`src/rtl/ser_pkg.sv`:
```
// Package: shared constants for the three-lane serializer.
// Assumes a 7-slot frame; the clock-lane pattern is indexed by slot number.
package ser_pkg;
    localparam int SER_LANES = 3;
    localparam int SER_SLOTS = 7;
    // bit s = value of the clock lane in slot s (slot 0 first: 1,1,0,0,0,1,1)
    localparam logic [SER_SLOTS-1:0] FCLK_PATTERN = 7'b1100011;
endpackage

```
`src/rtl/ser_word_capture.sv`:
```
// Module: holds the parallel word captured at each frame marker.
// Bits flagged open are replaced by 1 (fail-safe high). Assumes frame_mark
// is high for exactly one bit-clock cycle per parallel period.
module ser_word_capture #(
    parameter int WIDTH = 21
) (
    input  logic             clk,
    input  logic             rst_n,
    input  logic             capture,
    input  logic [WIDTH-1:0] din,
    input  logic [WIDTH-1:0] din_open,
    output logic [WIDTH-1:0] held
);
    logic [WIDTH-1:0] safe_word;

    // Force flagged-open bits high before they enter the hold register.
    always_comb begin
        safe_word = din | din_open;
    end

    // Capture the fail-safe word only on marker cycles.
    always_ff @(posedge clk) begin
        if (!rst_n) begin
            held <= '0;
        end else if (capture) begin
            held <= safe_word;
        end
    end
endmodule

```
`src/rtl/ser_lane_shift.sv`:
```
// Module: one serial lane; loads SLOTS bits at the frame marker and sends
// bit 0 first, shifting right once per bit clock. Assumes a new load comes
// every SLOTS cycles; the vacated positions fill with 1.
module ser_lane_shift #(
    parameter int SLOTS = 7
) (
    input  logic             clk,
    input  logic             rst_n,
    input  logic             load,
    input  logic [SLOTS-1:0] par,
    output logic             ser
);
    logic [SLOTS-1:0] sreg;

    // Load a new frame at the marker, otherwise advance one slot.
    always_ff @(posedge clk) begin
        if (!rst_n) begin
            sreg <= '0;
        end else if (load) begin
            sreg <= par;
        end else begin
            sreg <= {1'b1, sreg[SLOTS-1:1]};
        end
    end

    // The current slot is always the low bit.
    always_comb begin
        ser = sreg[0];
    end
endmodule

```
`src/rtl/ser_power_seq.sv`:
```
// Module: power-down and lock-wait sequencer. Counts frame markers seen with
// pd_n high; the outputs are enabled at the LOCK_CYCLES-th such marker.
// A low pd_n clears the count and the enable at the next edge.
module ser_power_seq #(
    parameter int LOCK_CYCLES = 750000
) (
    input  logic clk,
    input  logic rst_n,
    input  logic frame_mark,
    input  logic pd_n,
    output logic locked
);
    localparam int CW = (LOCK_CYCLES < 2) ? 1 : $clog2(LOCK_CYCLES + 1);
    localparam logic [CW-1:0] LAST = CW'(LOCK_CYCLES - 1);

    logic [CW-1:0] cnt;

    // Advance the lock-wait count on markers and raise locked at its end.
    always_ff @(posedge clk) begin
        if (!rst_n || !pd_n) begin
            cnt    <= '0;
            locked <= 1'b0;
        end else if (frame_mark && !locked) begin
            if (cnt == LAST) begin
                locked <= 1'b1;
            end else begin
                cnt <= cnt + 1'b1;
            end
        end
    end
endmodule

```
`src/rtl/tri_lane_serializer.sv`:
```
// Module: top of the three-lane 7:1 serializer with forwarded clock lane.
// The bit clock and the frame marker come from an external multiplying PLL.
// Latency: a word captured at marker n is sent in the frame loaded at marker n+1.
module tri_lane_serializer
    import ser_pkg::*;
#(
    parameter int LANES       = SER_LANES,
    parameter int SLOTS       = SER_SLOTS,
    parameter int LOCK_CYCLES = 750000
) (
    input  logic                   bit_clk,
    input  logic                   rst_n,
    input  logic                   frame_mark,
    input  logic [LANES*SLOTS-1:0] din,
    input  logic [LANES*SLOTS-1:0] din_open,
    input  logic                   pd_n,
    output logic [LANES-1:0]       lane_dat,
    output logic                   fclk_dat,
    output logic [LANES:0]         out_en
);
    localparam int WIDTH = LANES * SLOTS;

    logic [WIDTH-1:0] held;
    logic             locked;

    ser_word_capture #(.WIDTH(WIDTH)) u_cap (
        .clk      (bit_clk),
        .rst_n    (rst_n),
        .capture  (frame_mark),
        .din      (din),
        .din_open (din_open),
        .held     (held)
    );

    // One shifter per data lane, each fed its own seven-bit slice.
    for (genvar k = 0; k < LANES; k++) begin : g_lane
        ser_lane_shift #(.SLOTS(SLOTS)) u_sh (
            .clk   (bit_clk),
            .rst_n (rst_n),
            .load  (frame_mark),
            .par   (held[k*SLOTS +: SLOTS]),
            .ser   (lane_dat[k])
        );
    end

    ser_lane_shift #(.SLOTS(SLOTS)) u_fclk (
        .clk   (bit_clk),
        .rst_n (rst_n),
        .load  (frame_mark),
        .par   (FCLK_PATTERN[SLOTS-1:0]),
        .ser   (fclk_dat)
    );

    ser_power_seq #(.LOCK_CYCLES(LOCK_CYCLES)) u_pwr (
        .clk        (bit_clk),
        .rst_n      (rst_n),
        .frame_mark (frame_mark),
        .pd_n       (pd_n),
        .locked     (locked)
    );

    // All lane drivers share one enable.
    always_comb begin
        out_en = {(LANES+1){locked}};
    end
endmodule

```
`config.mk`:
```
export PLATFORM = sky130hd
export DESIGN_NAME = tri_lane_serializer
export DESIGN_NICKNAME = d
export VERILOG_FILES = /design/src/rtl/ser_pkg.sv /design/src/rtl/ser_word_capture.sv /design/src/rtl/ser_lane_shift.sv /design/src/rtl/ser_power_seq.sv /design/src/rtl/tri_lane_serializer.sv
export SDC_FILE = /design/constraint.sdc
export NUM_CORES = 1
export LEC_CHECK = 0
export BUFFER_PORTS_ARGS = -buffer_cell sky130_fd_sc_hd__clkbuf_2
export CAP_MARGIN = 20
export CELL_PAD_IN_SITES_DETAIL_PLACEMENT = 1
export CELL_PAD_IN_SITES_GLOBAL_PLACEMENT = 2
export CORE_AREA = 5 5 100 102
export CTS_CLUSTER_DIAMETER = 120
export DETAILED_ROUTE_END_ITERATION = 6
export DIE_AREA = 0 0 105 107
export PLACE_DENSITY_LB_ADDON = 0.1
export SLEW_MARGIN = 20
export SYNTH_ARGS = -nofsm -noshare
export SYNTH_HDL_FRONTEND = slang
export SYNTH_HIERARCHICAL = 1
export SYNTH_SLANG_ARGS = --single-unit
```
`constraint.sdc`:
```
create_clock -name bit_clk -period 1.75 [get_ports bit_clk]
set_input_delay 0.175 -clock bit_clk [delete_from_list [all_inputs] [get_ports bit_clk]]
set_output_delay 0.175 -clock bit_clk [all_outputs]
set_load 0.01 [all_outputs]
```
==> impl_metrics.csv <==
group,metric,value,unit
final_layout,final_util,0.392,
yosys,synth-seq-cells,70,
critical_path,rrSetupSlack,70,ps
yosys,synth_area_leaders,"dfxtp_1 49%, mux2i_1 8.4%, nor2b_1 5.2%",
clock_network,clk_path_buf_depth,2,
pwr,max-vdd-ir-drop,0.451,mV
critical_path,r2r_cells,7,
final_layout,drive_gt1_frac,0.253,
placement,gp_congestion,0.717,
yosys,yosys_warnings,6,
clock_network,clock_latency,330,ps
detailed_routing,routed_wl,6.06,mm
final_layout,fin_area,0.00354,mm²
floorplanning,fp-row-count,35,
detailed_routing,remaining_drc_errors,0,
yosys,syn_inst,303,
pwr,p_int,2.64,mW
placement,dpl_cell_area,0.00331,mm²
timing,min_period,1680,ps
critical_path,cp.required,2010,ps
grt,antenna_found_initial,0,
pwr,swShare,0.224,
grt,grt_usage,0.111,
critical_path,startpoint,"u_pwr/cnt[0]",
pwr,leakage,1.50,nW
pwr,p_sw,0.760,mW
detailed_routing,num_vias,2235,
yosys,synth_area,0.00287,mm²
detailed_routing,drtAntennaViolNets,0,
clock_network,clk_pin_slew,80,ps
yosys,synth.distinct_cells,40,
run,maxCapViolCount,0,
detailed_routing,dr.pass1.iters,4,
clock_network,cts_max_level,3,
clock_network,cts_buffers,9,
floorplanning,start_util,0.318,
detailed_routing,routedWlPerCell,12.4,µm
yosys,synth_enable_flop_cells,0,
detailed_routing,top_layer,"met4",
timing,rsz0062_at_grt,"false",
critical_path,worst_r2r_endpoint,"u_pwr/cnt[5]",
timing,finClkSkew,11.3,ps
timing,slew_viol_final,0,
timing,finalSetupViolCount,0,
worst_hold_path,holdCritPathClass,"in2reg",
final_layout,stdcell_count,487,
yosys,synth_top_cell_area_share,0.488,
clock_network,cts_tree,"built",
placement,dp_hpwl,4.24,mm
yosys,synth.top_cells.by_count,"70 x dfxtp_1, 36 x nor2_1, 25 x a21oi_1",
timing,final-hold-violation-count,0,
floorplanning,dieArea,0.0112,mm²
grt,grt_max_degree,72,
critical_path,critPathKind,"reg2reg",
detailed_routing,routed_via_density,4.59,
detailed_routing,met3_length,272,µm
grt,overflow,0,
critical_path,r2r-start,"u_pwr/cnt[0]",
yosys,syn_area_per_cell,9.47,µm²
pwr,p_clk_frac,0.427,
critical_path,crit_fanout,15,
placement,portBuffers,53,
detailed_routing,drt-initial-drc-count,46,
final_layout,area_growth,23.2,%
final_layout,antennaDiodeCount,0,
floorplanning,die_w,105,µm
timing,min_period_over_period,0.962,
clock_network,cts_setup_buffers,0,
yosys,ys.flop_type,"dfxtp_1",
clock_network,cts_sinks,70,
detailed_routing,wl_met1,2.90,mm
timing,max_freq,594,MHz
yosys,synthArstFlopShare,0,
clock_network,root_buffer,"clkbuf_8",
yosys,yosysTopAreaCell,"dfxtp_1",
final_layout,nNetsFinal,418,
pwr,power_frac_seq,0.499,
detailed_routing,dr_wl_met2,2.85,mm
grt,grt_pass1_wl,10.3,mm
final_layout,multi_input_area,0.00134,mm²
final_layout,fillerInstances,1079,
floorplanning,ios,54,
critical_path,crit_path_end,"u_pwr/cnt[5]",
yosys,ys_seq_area_frac,0.488,
floorplanning,die_h,107,µm
timing,tns,0,ps
final_layout,final-seq-area,0.00140,mm²
pwr,combPwrFrac,0.074,
grt,grt_pass1_vias,2211,
run_status,status,"finished clean",
critical_path,start_kind,"register",
critical_path,worst_setup_path_end_kind,"register",
placement,dp_cells,471,
pwr,p_per_area,961,mW/mm²
floorplanning,core,0.00902,mm²
critical_path,arrival,1940,ps
yosys,synthMostInstantiatedCell,"dfxtp_1",
==> placed cells by master (no fill, tap or decap), types with 3 or more instances in the layout <==
cell,count
nand2_1,8
a21boi_0,4
nor2b_1,24
buf_4,13
xnor2_1,5
clkbuf_2,53
a21oi_1,25
xor2_1,8
dfxtp_1,70
inv_1,8
clkbuf_8,10
nand3_1,10
nor2_1,36
nand4_1,3
o21ai_1,24
and3_1,4
or3_1,5
mux2i_1,24
conb_1,7
o21ai_0,3
==> critical path, cell delays in order, from the launching register on <==
cell and delay (ps):
dfxtp_1 310, ha_1 220, and3_4 190, nand2_2 80
o31ai_4 70, buf_12 150, or3_2 460, a21oi_2 130
==> layout make-up <==
cell class                      instances  area share
Tap cell                              111      0.0393
Clock inverter                          5      0.0230
Multi-Input combinational cell        214       0.379
Clock buffer                           11      0.0400
Inverter                                8     0.00849
Timing Repair Buffer                   68       0.114
Sequential cell                        70       0.396
==> cell families after synthesis <==
kind of cell / share of synthesized area
AND/OR/NAND/NOR: 0.211
flip-flops: 0.488
AO/OA/AOI/OAI: 0.117
multiplexers: 0.0837
buffers and inverters: 0.0541
XOR/XNOR: 0.0397
other: 0.00262
adder cells (fa/ha/maj): 0.00436
==> sequential cells by signal (all words and copies together) (netlist names) <==
name,count
u_cap/held,21
g_lane.u_sh/sreg,21
u_fclk/sreg,7
u_pwr/cnt,20
u_pwr/locked,1
==> metrics by stage <==
step	power [mW]	hold slack, ps	setup WS (ps)
2_1_floorplan	1.89	303	166
3_3_place_gp	1.98	430	49.8
3_5_place_dp	1.99	439	23.1
4_1_cts	3.47	80.3	3.33
5_1_grt	3.57	95.1	3.42
6_report	3.40	102	66.9
==> how the worst min path moves through the flow <==
stage | slack [ps] | from | to | cells after the start
2_1_floorplan | 300 | rst_n | g_lane[0].u_sh/sreg[0] | 1
3_3_place_gp | 430 | din[17] | u_cap/held[17] | 3
3_5_place_dp | 440 | din[3] | u_cap/held[3] | 3
4_1_cts | 80 | din[16] | u_cap/held[16] | 3
5_1_grt | 100 | din_open[10] | u_cap/held[10] | 3
6_report | 100 | din[16] | u_cap/held[16] | 3
==> power groups by stage <==
stage	Clock, mW	Combinational, mW	Sequential [mW]
floorplan	0	0.160	1.73
global placement	0	0.250	1.73
detailed placement	0	0.257	1.73
CTS	1.52	0.258	1.70
global route	1.58	0.288	1.71
finish	1.45	0.250	1.70
==> layer usage <==
metal  track usage  vias to the layer above
li1              -                     1167
met1         0.145                     1035
met2         0.172                       31
met3        0.0295                        2
met4        0.0466                        0
met5             0                        -
==> what timing repair did <==
item                                    CTS  global route
resized for setup                         0             2
endpoints found under the setup margin    0             2
hold buffers                              0             0
(Power assumes the default switching activity.)
